--- src/rtl/vpc_pkg.sv ---
`timescale 1ns/1ps
package vpc_pkg;
  localparam int TID_W = 15;

  localparam int CTX_V = 31;
  localparam int CTX_H = 30;

  localparam int E0_VALID = 31;
  localparam int E0_HW    = 24;

  localparam int E1_CO    = 18;
  localparam int E1_PRIVH = 17;
  localparam int E1_PRIVL = 16;
  localparam int E1_TIDV  = 15;

  localparam int W2_CPPR_L  = 24;
  localparam int W2_IPB_L   = 16;
  localparam int W2_LSMFB_L = 8;

  typedef enum logic [3:0] {
    ST_IDLE, ST_RD0, ST_RD1, ST_RD2, ST_EVAL,
    ST_SV2, ST_SV1, ST_RS2, ST_RS1, ST_IPB, ST_FIN
  } vpc_state_e;

  function automatic logic [31:0] checkin_w1(input logic [31:0] w1);
    logic [31:0] r;
    r = w1;
    r[E1_CO] = 1'b0;
    r[TID_W-1:0] = '1;
    return r;
  endfunction

  function automatic logic [31:0] checkout_w1(input logic [31:0] w1,
                                              input logic [TID_W-1:0] tid);
    logic [31:0] r;
    r = w1;
    r[E1_CO] = 1'b1;
    r[E1_PRIVH:E1_PRIVL] = 2'b00;
    r[E1_TIDV] = 1'b1;
    r[TID_W-1:0] = tid;
    return r;
  endfunction
endpackage

--- src/rtl/vpc_entry_chk.sv ---
`timescale 1ns/1ps
module vpc_entry_chk
  import vpc_pkg::*;
(
  input  logic             valid_bit,
  input  logic             hw_bit,
  input  logic             co_bit,
  input  logic             tidv_bit,
  input  logic [TID_W-1:0] owner_tid,
  input  logic [TID_W-1:0] req_tid,
  output logic             ent_valid,
  output logic             ent_hw,
  output logic             save_ok
);
  logic owner_clash;

  always_comb begin
    owner_clash = tidv_bit && (owner_tid != req_tid);
    ent_valid   = valid_bit;
    ent_hw      = hw_bit;
    save_ok     = valid_bit && hw_bit && co_bit && !owner_clash;
  end
endmodule

--- src/rtl/vpc_prio_cmp.sv ---
`timescale 1ns/1ps
module vpc_prio_cmp #(
  parameter int PRIO_W = 8
) (
  input  logic [PRIO_W-1:0] ipb,
  input  logic [PRIO_W-1:0] cppr,
  output logic              irq
);
  logic [PRIO_W-1:0] best;
  logic              any;

  always_comb begin
    best = '0;
    any  = 1'b0;
    for (int p = PRIO_W-1; p >= 0; p--) begin
      if (ipb[PRIO_W-1-p]) begin
        best = PRIO_W'(p);
        any  = 1'b1;
      end
    end
    irq = any && (best < cppr);
  end
endmodule

--- src/rtl/vpc_thread_regs.sv ---
`timescale 1ns/1ps
module vpc_thread_regs
  import vpc_pkg::*;
#(
  parameter int PRIO_W = 8
) (
  input  logic              clk,
  input  logic              rst_n,
  input  logic              ctx_we,
  input  logic [31:0]       ctx_d,
  input  logic              v_clr,
  input  logic              load_we,
  input  logic [PRIO_W-1:0] load_cppr,
  input  logic [PRIO_W-1:0] load_ipb,
  input  logic [PRIO_W-1:0] load_lsmfb,
  input  logic              cppr_we,
  input  logic [PRIO_W-1:0] cppr_d,
  input  logic              ipb_or_we,
  input  logic [PRIO_W-1:0] ipb_or_d,
  output logic [31:0]       ctx_q,
  output logic [PRIO_W-1:0] cppr_q,
  output logic [PRIO_W-1:0] ipb_q,
  output logic [PRIO_W-1:0] lsmfb_q
);
  always_ff @(posedge clk or negedge rst_n) begin
    if (!rst_n) begin
      ctx_q   <= '0;
      cppr_q  <= '0;
      ipb_q   <= '0;
      lsmfb_q <= '0;
    end else begin
      if (ctx_we) begin
        ctx_q <= ctx_d;
      end else if (v_clr) begin
        ctx_q[CTX_V] <= 1'b0;
      end
      if (load_we) begin
        cppr_q <= load_cppr;
      end else if (cppr_we) begin
        cppr_q <= cppr_d;
      end
      if (load_we) begin
        ipb_q <= load_ipb;
      end else if (ipb_or_we) begin
        ipb_q <= ipb_q | ipb_or_d;
      end
      if (load_we) begin
        lsmfb_q <= load_lsmfb;
      end
    end
  end

  // a pull leaves the context word invalid
  a_r3_v_cleared: assert property (@(posedge clk) disable iff (!rst_n)
    v_clr |=> !ctx_q[CTX_V]);

  // merged pending bits are all present afterwards
  a_r10_ipb_merged: assert property (@(posedge clk) disable iff (!rst_n)
    (ipb_or_we && !load_we) |=> ((ipb_q & $past(ipb_or_d)) == $past(ipb_or_d)));
endmodule

--- src/rtl/vp_ctx_engine.sv ---
`timescale 1ns/1ps
module vp_ctx_engine
  import vpc_pkg::*;
#(
  parameter  int ENTRY_W = 20,
  localparam int ADDR_W  = ENTRY_W + 2
) (
  input  logic              clk,
  input  logic              rst_n,
  input  logic              cfg_sr_en,
  input  logic              cmd_valid,
  input  logic              cmd_pull,
  input  logic [31:0]       cmd_ctx,
  input  logic [TID_W-1:0]  cmd_tid,
  output logic              cmd_ready,
  output logic [31:0]       rsp_ctx,
  output logic              done,
  output logic              err,
  output logic              mem_req,
  output logic              mem_we,
  output logic [ADDR_W-1:0] mem_addr,
  output logic [31:0]       mem_wdata,
  input  logic              mem_ack,
  input  logic [31:0]       mem_rdata,
  input  logic              trf_load,
  input  logic [7:0]        trf_cppr_in,
  input  logic [7:0]        trf_ipb_in,
  input  logic [7:0]        trf_lsmfb_in,
  output logic [31:0]       trf_ctx,
  output logic [7:0]        trf_cppr,
  output logic [7:0]        trf_ipb,
  output logic [7:0]        trf_lsmfb,
  output logic              irq
);
  localparam int PRIO_W = 8;

  vpc_state_e         state_q, state_d;
  logic               op_pull_q, sr_q;
  logic [ENTRY_W-1:0] idx_q;
  logic [TID_W-1:0]   tid_q;
  logic [1:0]         w0_q;
  logic [31:0]        w1_q, w2_q, rsp_q;
  logic               err_q;

  logic        accept, v_clr, ctx_we, rsp_we, load_we;
  logic        w0_we, w1_we, w2_we, w2_cppr_clr, err_set;
  logic        cppr_we, ipb_or_we;
  logic [7:0]  cppr_d;
  logic [31:0] sel_ctx;
  logic        ent_valid, ent_hw, save_ok, ipb_pend;
  logic [1:0]  word_sel;

  assign sel_ctx  = cmd_pull ? trf_ctx : cmd_ctx;
  assign ipb_pend = |w2_q[W2_IPB_L +: PRIO_W];

  vpc_entry_chk u_chk (
    .valid_bit (w0_q[1]),
    .hw_bit    (w0_q[0]),
    .co_bit    (w1_q[E1_CO]),
    .tidv_bit  (w1_q[E1_TIDV]),
    .owner_tid (w1_q[TID_W-1:0]),
    .req_tid   (tid_q),
    .ent_valid (ent_valid),
    .ent_hw    (ent_hw),
    .save_ok   (save_ok)
  );

  vpc_thread_regs #(.PRIO_W(PRIO_W)) u_regs (
    .clk        (clk),
    .rst_n      (rst_n),
    .ctx_we     (ctx_we),
    .ctx_d      (cmd_ctx),
    .v_clr      (v_clr),
    .load_we    (load_we),
    .load_cppr  (trf_cppr_in),
    .load_ipb   (trf_ipb_in),
    .load_lsmfb (trf_lsmfb_in),
    .cppr_we    (cppr_we),
    .cppr_d     (cppr_d),
    .ipb_or_we  (ipb_or_we),
    .ipb_or_d   (w2_q[W2_IPB_L +: PRIO_W]),
    .ctx_q      (trf_ctx),
    .cppr_q     (trf_cppr),
    .ipb_q      (trf_ipb),
    .lsmfb_q    (trf_lsmfb)
  );

  vpc_prio_cmp #(.PRIO_W(PRIO_W)) u_prio (
    .ipb  (trf_ipb),
    .cppr (trf_cppr),
    .irq  (irq)
  );

  // next-state and control
  always_comb begin
    state_d     = state_q;
    accept      = 1'b0;
    v_clr       = 1'b0;
    ctx_we      = 1'b0;
    rsp_we      = 1'b0;
    w0_we       = 1'b0;
    w1_we       = 1'b0;
    w2_we       = 1'b0;
    w2_cppr_clr = 1'b0;
    err_set     = 1'b0;
    cppr_we     = 1'b0;
    cppr_d      = '0;
    ipb_or_we   = 1'b0;
    unique case (state_q)
      ST_IDLE: begin
        if (cmd_valid) begin
          accept = 1'b1;
          if (cmd_pull) begin
            v_clr   = 1'b1;
            rsp_we  = 1'b1;
            state_d = (cfg_sr_en && trf_ctx[CTX_H]) ? ST_RD0 : ST_FIN;
          end else begin
            ctx_we  = 1'b1;
            state_d = cmd_ctx[CTX_V] ? ST_RD0 : ST_FIN;
          end
        end
      end
      ST_RD0: if (mem_ack) begin w0_we = 1'b1; state_d = ST_RD1; end
      ST_RD1: if (mem_ack) begin w1_we = 1'b1; state_d = ST_RD2; end
      ST_RD2: if (mem_ack) begin w2_we = 1'b1; state_d = ST_EVAL; end
      ST_EVAL: begin
        if (op_pull_q) begin
          if (save_ok) begin
            state_d = ST_SV2;
          end else begin
            err_set = 1'b1;
            state_d = ST_FIN;
          end
        end else if (!ent_valid) begin
          err_set = 1'b1;
          state_d = ST_FIN;
        end else if (sr_q && ent_hw) begin
          cppr_we = 1'b1;
          cppr_d  = w2_q[W2_CPPR_L +: PRIO_W];
          state_d = ST_RS2;
        end else begin
          if (sr_q) begin
            err_set = 1'b1;
            cppr_we = 1'b1;
          end
          if (ipb_pend) begin
            ipb_or_we = 1'b1;
            state_d   = ST_IPB;
          end else begin
            state_d = ST_FIN;
          end
        end
      end
      ST_SV2: if (mem_ack) state_d = ST_SV1;
      ST_SV1: if (mem_ack) state_d = ST_FIN;
      ST_RS2: if (mem_ack) begin w2_cppr_clr = 1'b1; state_d = ST_RS1; end
      ST_RS1: begin
        if (mem_ack) begin
          if (ipb_pend) begin
            ipb_or_we = 1'b1;
            state_d   = ST_IPB;
          end else begin
            state_d = ST_FIN;
          end
        end
      end
      ST_IPB:  if (mem_ack) state_d = ST_FIN;
      ST_FIN:  state_d = ST_IDLE;
      default: state_d = ST_IDLE;
    endcase
  end

  assign load_we = trf_load && (state_q == ST_IDLE) && !cmd_valid;

  // memory port
  always_comb begin
    mem_req   = 1'b0;
    mem_we    = 1'b0;
    word_sel  = 2'd0;
    mem_wdata = '0;
    unique case (state_q)
      ST_RD0: begin mem_req = 1'b1; word_sel = 2'd0; end
      ST_RD1: begin mem_req = 1'b1; word_sel = 2'd1; end
      ST_RD2: begin mem_req = 1'b1; word_sel = 2'd2; end
      ST_SV2: begin
        mem_req   = 1'b1;
        mem_we    = 1'b1;
        word_sel  = 2'd2;
        mem_wdata = {trf_cppr, trf_ipb, trf_lsmfb, w2_q[7:0]};
      end
      ST_SV1: begin
        mem_req   = 1'b1;
        mem_we    = 1'b1;
        word_sel  = 2'd1;
        mem_wdata = checkin_w1(w1_q);
      end
      ST_RS2: begin
        mem_req   = 1'b1;
        mem_we    = 1'b1;
        word_sel  = 2'd2;
        mem_wdata = {8'h00, w2_q[23:0]};
      end
      ST_RS1: begin
        mem_req   = 1'b1;
        mem_we    = 1'b1;
        word_sel  = 2'd1;
        mem_wdata = checkout_w1(w1_q, tid_q);
      end
      ST_IPB: begin
        mem_req   = 1'b1;
        mem_we    = 1'b1;
        word_sel  = 2'd2;
        mem_wdata = {w2_q[31:24], 8'h00, w2_q[15:0]};
      end
      default: begin end
    endcase
  end

  assign mem_addr  = {idx_q, word_sel};
  assign cmd_ready = (state_q == ST_IDLE);
  assign done      = (state_q == ST_FIN);
  assign err       = err_q;
  assign rsp_ctx   = rsp_q;

  // registers
  always_ff @(posedge clk or negedge rst_n) begin
    if (!rst_n) begin
      state_q   <= ST_IDLE;
      op_pull_q <= 1'b0;
      sr_q      <= 1'b0;
      idx_q     <= '0;
      tid_q     <= '0;
      w0_q      <= '0;
      w1_q      <= '0;
      w2_q      <= '0;
      rsp_q     <= '0;
      err_q     <= 1'b0;
    end else begin
      state_q <= state_d;
      if (accept) begin
        op_pull_q <= cmd_pull;
        sr_q      <= cfg_sr_en && sel_ctx[CTX_H];
        idx_q     <= sel_ctx[ENTRY_W-1:0];
        tid_q     <= cmd_tid;
      end
      if (rsp_we) rsp_q <= trf_ctx;
      if (w0_we)  w0_q  <= {mem_rdata[E0_VALID], mem_rdata[E0_HW]};
      if (w1_we)  w1_q  <= mem_rdata;
      if (w2_we) begin
        w2_q <= mem_rdata;
      end else if (w2_cppr_clr) begin
        w2_q[W2_CPPR_L +: PRIO_W] <= '0;
      end
      if (accept) begin
        err_q <= 1'b0;
      end else if (err_set) begin
        err_q <= 1'b1;
      end
    end
  end

  // request held stable until acknowledged
  a_r12_req_hold: assert property (@(posedge clk) disable iff (!rst_n)
    (mem_req && !mem_ack) |=> (mem_req && $stable(mem_addr) && $stable(mem_we)
                               && $stable(mem_wdata)));

  // done lasts one cycle
  a_r12_done_pulse: assert property (@(posedge clk) disable iff (!rst_n)
    done |=> !done);

  // no memory traffic while ready
  a_r12_ready_quiet: assert property (@(posedge clk) disable iff (!rst_n)
    cmd_ready |-> !mem_req);

  // outside save/restore the only write is the pending-bit clear
  a_r2_plain_writes: assert property (@(posedge clk) disable iff (!rst_n)
    (mem_we && !sr_q) |-> (state_q == ST_IPB));

  // a refused save completes without any request
  a_r4_refused_save: assert property (@(posedge clk) disable iff (!rst_n)
    (state_q == ST_EVAL && op_pull_q && !save_ok) |=> (done && !mem_req && err));
endmodule

--- config.mk ---
export PLATFORM = sky130hd
export DESIGN_NAME = vp_ctx_engine
export DESIGN_NICKNAME = d
export VERILOG_FILES = /design/src/rtl/vpc_pkg.sv /design/src/rtl/vpc_entry_chk.sv /design/src/rtl/vpc_prio_cmp.sv /design/src/rtl/vpc_thread_regs.sv /design/src/rtl/vp_ctx_engine.sv
export SDC_FILE = /design/constraint.sdc
export NUM_CORES = 1
export LEC_CHECK = 0
export ABC_AREA = 1
export BUFFER_PORTS_ARGS = -buffer_cell sky130_fd_sc_hd__clkbuf_2
export CAP_MARGIN = 5
export CORE_MARGIN = 5
export CORE_UTILIZATION = 45
export CTS_CLUSTER_DIAMETER = 60
export CTS_CLUSTER_SIZE = 40
export DETAILED_ROUTE_END_ITERATION = 12
export GPL_ROUTABILITY_DRIVEN = 0
export GPL_TIMING_DRIVEN = 0
export PLACE_DENSITY = 0.85
export SETUP_SLACK_MARGIN = 0.02
export SYNTH_ARGS = -nofsm -noshare
export SYNTH_HDL_FRONTEND = slang
export SYNTH_SLANG_ARGS = --single-unit
--- constraint.sdc ---
create_clock -name clk -period 1.55 [get_ports clk]
set_input_delay 0.31 -clock clk [delete_from_list [all_inputs] [get_ports clk]]
set_output_delay 0.31 -clock clk [all_outputs]
set_load 0.05 [all_outputs]
==> flow_summary.rst, run 1 <==
.. list-table::
   :header-rows: 1

   * - Metric
     - Value
   * - Run status
     - finished with violations
   * - Violations in the final reports
     - hold timing, setup timing
   * - Final period utilization
     - 176%
   * - TritonCTS clock tree
     - built
   * - Count of unresolved DRC violations after routing
     - 0
   * - Number of vias after detailed routing
     - around 11000
   * - Post-synthesis net count
     - around 1200
   * - Leftover overflow at the end of global routing
     - 0
   * - Sw Pwr
     - ~19 mW
   * - Data required time at the worst endpoint
     - approximately 1200 ps
   * - Final critical-path required period
     - 2720 ps
   * - Arrival time reported for the critical path endpoint
     - roughly 2400 ps
   * - Starting DRC count in detailed routing
     - ~1300
   * - Die extent in y
     - about 150 um
   * - Part of the total power dissipated in combinational logic
     - slightly below 60%
   * - Leading cell types by total area after synthesis
     - dfrtp_1 56%, nand2_1 17%, o21ai_0 5.8%
   * - Flops & latches, synth
     - between 150 and 200
   * - Proportion of netlist area held by the largest area contributor
     - between 50% and 60%
   * - Leakage Power
     - about 8.1 nW
   * - Core Footprint
     - 19300 um^2
   * - Internal cell power
     - about 18 mW
   * - Min setup slack post-route
     - -1170 ps
   * - Critical path's most frequent cell
     - nand2_1
   * - Final number of hold-violating endpoints
     - 75
   * - Switching part of the total power
     - a little over half
   * - Combined area of all synthesized cells
     - slightly below 9000 um^2
   * - Final Max Tran Viols
     - 0
   * - Worst-case clock buffer depth
     - 2
   * - Clock insertion delay at the later pin of the skew report
     - 460 ps
   * - Initial core utilization
     - around 45%
   * - CTS H-Tree Depth
     - 4
   * - Minimum hold slack
     - -119 ps
   * - Count of nets after finishing
     - approximately 1500
   * - Number of antenna violations at the first check in global routing
     - 1
   * - Transition time at the pin with the least slew margin
     - between 600 and 700 ps
   * - Maximum clock rate
     - roughly 370 MHz
   * - Worst IR Drop VDD
     - 1.52 mV
   * - Critical path type
     - flop to output port
   * - Clk pin slew, worst setup/hold paths
     - 90 ps
   * - Area growth, synth to finish
     - 73.5%
   * - Power consumption
     - ~37 mW
   * - Number of standard cells after synthesis
     - between 1000 and 1500
   * - Total clock buffers created by CTS
     - 17
   * - Cell type with the highest aggregate area in the netlist
     - dfrtp_1
   * - Slowest stage cell on the critical path
     - dfrtp_2
   * - Global-route wire length before repair
     - 50.2 mm
   * - Slew margin rel.
     - a little over half
   * - Via count of the first global-routing pass
     - roughly 9500
   * - Root Buffer Master
     - clkbuf_16
   * - Seq pwr share
     - between 20% and 30%
   * - Area of the die
     - about 22000 um^2
   * - Combined buffer and inverter count along the critical path
     - 1
   * - Sum Neg Setup Slack
     - -115120 ps
   * - Total number of placement rows
     - 51
   * - Sort of element at the start of the critical path
     - flop
   * - Worst Hold Class
     - input pin to async pin
   * - Width of the die
     - 150 um
   * - Pin count of the biggest net entering global routing
     - about 110
   * - DP Wirelength
     - around 20 mm
   * - Average wire length per cell after detail routing
     - about 26 um
   * - Total power divided by cell area
     - roughly 2400 nW/um^2
   * - Max stage delay on crit path
     - approximately 460 ps
   * - Critical path capture point type
     - output port
   * - Via-to-Cell Ratio
     - between 6 and 7
   * - Sequential fraction of the synthesis area
     - 55.8%
   * - Post-Syn Area per Cell
     - about 8.4 um^2
   * - Count of final setup violators
     - ~240
   * - Share of total power in the clock network
     - 13.4%
   * - Category of cells accounting for the largest share of critical-path delay
     - simple AND/OR/NAND/NOR gates
   * - Number of sinks on the clock net
     - 196
   * - Chain of cells forming the critical path
     - nor2_4 > nor3_2 > nor3_1 > nor3_1 > ha_1 > nand2_1 > nand2_1 > nand2_1 > nand2_2 > a21oi_4 > buf_8
   * - Antenna Cells
     - 0
   * - Final worst clock skew
     - 17.3 ps
   * - Setup repair after global routing missed its margin
     - true
   * - Yosys warning count
     - 0
   * - Peak fanout along the critical path
     - 3
   * - Total of max-cap violations
     - 0
   * - Count of input and output buffers
     - between 200 and 300
   * - Layout cell share with drive strength beyond 1
     - 56.6%
   * - Final Routed Wirelength
     - ~44 mm
   * - GRT Overall Usage
     - 28.6%
   * - Antenna Violating Nets Remaining
     - 0
   * - Count of cell types in the netlist
     - 35
   * - IO Count
     - about 260
   * - Drt first pass iters
     - 9
## cell usage after synthesis (all sizes together)
library cell and count:
buf 20, inv 132, mux2 8, nand4 6, a221oi 1, nor2 52, ha 2, nand3b 1
o211ai 25, nand2 400, a31oi 2, o2111ai 7, xnor2 3, o22ai 9, dfrtp 196, nor3 6
a21oi 11, a211oi 1, xor2 1, nand3 32, o21ai 113, o221ai 3, clkbuf 17
## metal layers
layer / up-vias / GRT usage [%] / wire length, um
li1: 4108 / - / -
met1: 4988 / 33.7 / 14200
met2: 1046 / 49.4 / 20800
met3: 385 / 7.15 / 5630
met4: 0 / 12.7 / 3550
met5: - / 0 / 0
## power groups by stage
stage | Combinational, mW | Clock (mW) | Sequential (mW)
floorplan | 6.03 | 0 | 13.5
global placement | 13.8 | 0 | 9.12
detailed placement | 14.1 | 0 | 9.19
CTS | 16.6 | 4.80 | 9.33
global route | 22.2 | 5.13 | 10.4
finish | 21.5 | 4.93 | 10.3
## per-stage QoR
step                      hold WS (ps)  area [um^2]  setup slack [ps]  util, %  cells
after floorplan                   14.4         9000              -532        -   1048
after global placement             456        10600             -3850     54.9   1570
after detailed placement           406        10700              -901     55.1   1571
after CTS                        -55.4        13000              -918     67.3   1665
after global routing             -66.2        15200             -1220     78.9   1707
final                             -119        15200             -1170     78.9   1707
## final cells by class
class / instances / area (um^2)
clock buffer: 21 / 450
tap: 265 / 332
sequential: 196 / 4910
fill: 977 / 4090
timing repair inverter: 1 / 8.76
multi-input combinational: 684 / 5070
buffer: 37 / 597
clock inverter: 10 / 170
timing repair buffer: 361 / 3130
inverter: 132 / 574
## cells in the final DEF (no fill, tap or decap), drive strengths merged
cell / instances
a221oi: 1
nand2: 401
o22ai: 9
dfrtp: 196
a211oi: 1
dlygate4sd3: 1
nor3: 6
o221ai: 3
xnor2: 3
bufinv: 4
mux2: 8
o2111ai: 7
clkinvlp: 2
o21ai: 113
ha: 2
xor2: 1
nor2: 52
clkbuf: 282
nand3: 32
inv: 133
nand4: 6
a21oi: 11
a31oi: 2
clkinv: 4
buf: 136
nand3b: 1
o211ai: 25
## flip-flops by register name (all words and copies together) (netlist names)
| name | flops |
|---|---|
| u_regs.lsmfb_q | 8 |
| u_regs.cppr_q | 8 |
| tid_q | 15 |
| err | 1 |
| u_regs.ipb_q | 8 |
| w2_q | 32 |
| sr_q | 1 |
| w1_q | 32 |
| u_regs.ctx_q | 32 |
| state_q | 4 |
| w0_q | 2 |
| op_pull_q | 1 |
| idx_q | 20 |
| rsp_ctx | 32 |
## final timing paths
check	from	endpoint	slack [ps]	cells after the start
setup / recovery	u_regs.ipb_q[1]$_DFFE_PN0P_	irq	-1170	11
hold / removal	rst_n	rsp_ctx[2]$_DFFE_PN0P_	-120	1
setup reg to reg	state_q[2]$_DFFE_PN0P_	u_regs.ipb_q[6]$_DFFE_PN0P_	-980	12
hold reg to reg	rsp_ctx[13]$_DFFE_PN0P_	rsp_ctx[13]$_DFFE_PN0P_	480	2
max in group asynchronous	rst_n	u_regs.ctx_q[9]$_DFFE_PN0P_	270	2
min in group clk	cmd_ctx[28]	u_regs.ctx_q[28]$_DFFE_PN0P_	70	3
## repair_timing
item	CTS	global route
setup endpoints to repair	233	241
resized for setup	291	519
cloned	8	18
buffers inserted	56	36
endpoints found under the hold margin	88	13
pin swaps	40	77
## worst reg2reg max path, stage by stage, from the launching register on
cell	delay [ps]
dfrtp_2	470
buf_6	150
nor2_4	170
clkinv_4	120
nor2_4	190
inv_4	80
buf_12	130
nor2_8	160
nand2_8	150
buf_12	190
nand2_2	60
nand2_2	120
a21oi_2	390
## cell families (layout without fill, tap and decap cells)
family,after synthesis,after routing,synth area share [%]
adders and majority gates,2,2,0.285
xor gates and xnor gates,4,4,0.399
and+or+nand+nor,497,498,23.0
AOI/OAI and AO/OA,172,172,11.2
buffers and inverters,169,562,7.94
DFF,196,196,55.8
muxes,8,8,1.28
Note: power is estimated with default switching activity, not from simulation.
==> inputs of run 2 (changes only) <==
--- a/config.mk
+++ b/config.mk
@@ -5,9 +5,9 @@
 export SDC_FILE = /design/constraint.sdc
 export NUM_CORES = 1
 export LEC_CHECK = 0
-export ABC_AREA = 1
 export BUFFER_PORTS_ARGS = -buffer_cell sky130_fd_sc_hd__clkbuf_2
 export CAP_MARGIN = 5
+export CORE_ASPECT_RATIO = 1.25
 export CORE_MARGIN = 5
 export CORE_UTILIZATION = 45
 export CTS_CLUSTER_DIAMETER = 60
==> flow_summary.rst, run 2 <==
.. list-table::
   :header-rows: 1

   * - Metric
     - Value
   * - Final number of hold-violating endpoints
     - 0 (was 75)
   * - Critical path type
     - flop to output port (unchanged)
   * - Cells after DPL
     - 1255 (was 1571)
   * - Average wire length per cell after detail routing
     - 24.4 um (was 25.8 um)
   * - Leftover overflow at the end of global routing
     - 0 (unchanged)
   * - Proportion of netlist area held by the largest area contributor
     - 54.7% (was 55.8%)
   * - Combined area of all synthesized cells
     - 8960 um^2 (was 8790 um^2)
   * - CTS H-Tree Depth
     - 4 (unchanged)
   * - Commonest non-fill, non-tap cell in the layout
     - clkbuf_2 (unchanged)
   * - Antenna Cells
     - 0 (unchanged)
   * - Worst-case clock buffer depth
     - 2 (unchanged)
   * - Arrival time reported for the critical path endpoint
     - 2300 ps (was 2410 ps)
   * - Sort of element at the start of the critical path
     - flop (unchanged)
   * - Total clock buffers created by CTS
     - 17 (unchanged)
   * - Slew margin rel.
     - 37.0% (was 53.2%)
   * - Peak fanout along the critical path
     - 2 (was 3)
   * - Maximum clock rate
     - 383 MHz (was 367 MHz)
   * - IO Count
     - 258 (unchanged)
   * - Width of the die
     - 136 um (was 150 um)
   * - Number of fillers in the final layout
     - 1134 (was 977)
   * - Final Routed Wirelength
     - 34.0 mm (was 44.1 mm)
   * - Number of vias after detailed routing
     - 7983 (was 10500)
   * - Area of the die
     - 22900 um^2 (was 22400 um^2)
   * - Count of nets after finishing
     - 1226 (was 1542)
   * - Yosys warning count
     - 0 (unchanged)
   * - Final worst clock skew
     - 12.8 ps (was 17.3 ps)
   * - Sw Pwr
     - 17.2 mW (was 19.2 mW)
   * - Initial core utilization
     - 45.9% (was 45.5%)
   * - Top FF cell, synth
     - dfrtp_1 (unchanged)
   * - Final period utilization
     - 169% (was 176%)
   * - Most frequent cell after synthesis
     - dfrtp_1 (was nand2_1)
   * - Area of combinational cells with multiple inputs
     - 4810 um^2 (was 5070 um^2)
   * - Total power divided by cell area
     - 2450 nW/um^2 (was 2410 nW/um^2)
   * - Non-filler cells, final
     - 1392 (was 1707)
   * - Worst Hold Class
     - input pin to flop (was input pin to async pin)
   * - Final Max Tran Viols
     - 0 (unchanged)
   * - Clock insertion delay at the later pin of the skew report
     - 440 ps (was 460 ps)
   * - Sequential fraction of the synthesis area
     - 54.7% (was 55.8%)
   * - Global-route wire length before repair
     - 48.0 mm (was 50.2 mm)
   * - Starting DRC count in detailed routing
     - 652 (was 1255)
   * - Critical path capture point type
     - output port (unchanged)
   * - Leakage Power
     - 7.03 nW (was 8.13 nW)
   * - Part of the total power dissipated in combinational logic
     - 59.4% (was 58.5%)
   * - Transition time at the pin with the least slew margin
     - 945 ps (was 696 ps)
   * - Startpoint of the lowest-slack register-to-register path
     - state_q[2]$_DFFE_PN0P_ (unchanged)
   * - Leading cell types by total area after synthesis
     - dfrtp_1 55%, mux2_2 15%, mux2_4 5.0% (was dfrtp_1 56%, nand2_1 17%, o21ai_0 5.8%)
   * - Top post-synthesis cells by count
     - 196 x dfrtp_1, 117 x mux2_2, 61 x o21ai_0, 59 x nand2_1, 35 x a21oi_1 (was 399 x nand2_1, 196 x dfrtp_1, 123 x inv_1, 101 x o21ai_0, 42 x nor2_1)
   * - Antenna Violating Nets Remaining
     - 0 (unchanged)
   * - Startpoint of the most critical hold path
     - trf_cppr_in[2]
   * - Violations in the final reports
     - setup timing (was hold timing, setup timing)
   * - Number of sinks on the clock net
     - 196 (unchanged)
   * - Core Footprint
     - 19500 um^2 (was 19300 um^2)
   * - Pin count of the biggest net entering global routing
     - 100 (was 109)
   * - Count of final setup violators
     - 235 (unchanged)
   * - Cell depth of the worst flop-to-flop path
     - 9 (was 12)
   * - Worst Hold Path Cells
     - 3
   * - Share of total power in the clock network
     - 12.6% (was 13.4%)
   * - Clk pin slew, worst setup/hold paths
     - 80 ps (was 90 ps)
   * - Area of all sequential standard cells
     - 4920 um^2 (was 4910 um^2)
   * - RR Endpoint
     - u_regs.ctx_q[10]$_DFFE_PN0P_ (was u_regs.ipb_q[6]$_DFFE_PN0P_)
   * - Synth async-reset ratio
     - 100% (unchanged)
   * - Number of standard cells after synthesis
     - 734 (was 1048)
   * - Flops & latches, synth
     - 196 (unchanged)
   * - Sum Neg Setup Slack
     - -119390 ps (was -115120 ps)
   * - Switching part of the total power
     - 47.8% (was 52.2%)
   * - Worst IR Drop VDD
     - 1.94 mV (was 1.52 mV)
   * - Area growth, synth to finish
     - 64.4% (was 73.5%)
   * - Count of input and output buffers
     - 255 (was 257)
   * - Seq pwr share
     - 28.0% (was 28.1%)
   * - Data required time at the worst endpoint
     - 1240 ps (about the same)
   * - Die extent in y
     - 168 um (was 150 um)
   * - Post-synthesis net count
     - 846 (was 1160)
   * - Count of cell types in the netlist
     - 52 (was 35)
   * - Final critical-path required period
     - 2610 ps (was 2720 ps)
   * - Min setup slack post-route
     - -1060 ps (was -1170 ps)
   * - Total number of placement rows
     - 57 (was 51)
   * - Cell type with the highest aggregate area in the netlist
     - dfrtp_1 (unchanged)
   * - Post-Syn Area per Cell
     - 12.2 um^2 (was 8.39 um^2)
   * - Count of unresolved DRC violations after routing
     - 0 (unchanged)
   * - Setup repair after global routing missed its margin
     - true (unchanged)
   * - Total of max-cap violations
     - 0 (unchanged)
   * - Via-to-Cell Ratio
     - 5.73 (was 6.17)
   * - Flop2flop setup slack
     - -660 ps (was -980 ps)
   * - Number of flops mapped to enable cells by yosys
     - 0 (unchanged)
   * - GRT Overall Usage
     - 27.1% (was 28.6%)
   * - Via count of the first global-routing pass
     - 8390 (was 9512)
   * - Run status
     - finished with violations (unchanged)
   * - Drt first pass iters
     - 7 (was 9)
   * - Min-Delay Endpoint
     - u_regs.cppr_q[2]$_DFFE_PN0P_
   * - DP Wirelength
     - 19.6 mm (about the same)
   * - Layout cell share with drive strength beyond 1
     - 67.9% (was 56.6%)
   * - Internal cell power
     - 18.8 mW (was 17.6 mW)
   * - Root Buffer Master
     - clkbuf_16 (unchanged)
   * - Most frequent cells in the layout
     - 202 x clkbuf_2, 184 x dfrtp_1, 107 x mux2_2, 58 x buf_6, 51 x clkbuf_16 (was 212 x clkbuf_2, 192 x nand2_1, 188 x dfrtp_1, 111 x inv_1, 105 x nand2_2)
   * - Number of antenna violations at the first check in global routing
     - 0 (was 1)
   * - TritonCTS clock tree
     - built (unchanged)
[run 2: metrics by stage]
step / hold slack, ps / power, mW / utilization, % / cell area, um^2 / worst slack [ps]
floorplan: 14.4 / 21.7 / - / 9670 / -761
global placement: 461 / 25.2 / 57.7 / 11300 / -3880
detailed placement: 452 / 25.6 / 57.9 / 11300 / -982
CTS: 72.2 / 33.5 / 70.5 / 13800 / -1040
global route: 74.5 / 37.4 / 75.4 / 14700 / -1110
finish: 93.2 / 36.1 / 75.4 / 14700 / -1060
[run 2: power by group through the flow]
stage / registers (mW) / clock network [mW] / logic [mW]
after detailed placement: 9.84 / 0 / 15.8
after CTS: 9.80 / 4.58 / 19.1
after global routing: 10.3 / 4.82 / 22.2
after global placement: 9.69 / 0 / 15.5
after floorplan: 14.1 / 0 / 7.53
final: 10.1 / 4.54 / 21.4
[run 2: area by class of cell]
cell class              instances  share of cell area (%)
multi-input cells             463                    32.6
well taps                     265                    2.25
plain buffers                  42                    4.91
repair buffers                367                    22.0
inverters                      27                   0.688
clock inverters                15                    1.25
flip-flops and latches        196                    33.4
clock buffers                  17                    2.89
[run 2: repair_timing]
item | 4_1_cts | 5_1_grt
setup buffers | 54 | 38
endpoints found under the setup margin | 239 | 346
hold buffers | 1 | 0
pin swaps | 31 | 60
cloned | 12 | 9
gates resized for setup | 265 | 202
hold endpoints to repair | 30 | 0
[run 2: metal layers]
| layer | up-vias | track usage [%] | part of all wire (%) |
|---|---|---|---|
| met5 | - | 0 | 0 |
| met3 | 126 | 6.03 | 6.2 |
| met1 | 4015 | 31.3 | 36 |
| li1 | 3415 | - | - |
| met4 | 0 | 12.2 | 5.0 |
| met2 | 427 | 47.7 | 53 |
[run 2: how the worst max path moves through the flow]
stage                           startpoint                     end  cells past startpoint
2_1_floorplan  u_regs.ipb_q[7]$_DFFE_PN0P_                     irq                      6
6_report       u_regs.ipb_q[0]$_DFFE_PN0P_                     irq                      9
3_3_place_gp                         rst_n  state_q[3]$_DFFE_PN0P_                      1
3_5_place_dp        state_q[3]$_DFFE_PN0P_           mem_wdata[25]                      7
4_1_cts             state_q[2]$_DFFE_PN0P_           mem_wdata[25]                      8
5_1_grt        u_regs.ipb_q[0]$_DFFE_PN0P_                     irq                      9
[run 2: cell families after synthesis]
family,count (synthesis),synth area share [%]
AND/OR/NAND/NOR,133,7.68
AO/OA/AOI/OAI,144,10.1
flip-flops,196,54.7
multiplexers,169,22.2
buffers and inverters,75,3.56
adder cells (fa/ha/maj),2,0.279
XOR/XNOR,15,1.47
[run 2: worst max-delay path, stage by stage, from the launching register on]
cell and delay, ps:
dfrtp_2 430, buf_6 120, nor4_4 220, buf_4 180, nor2b_4 50, ha_4 230
a21oi_4 170, nand3_2 120, o21ai_4 160, buf_8 160
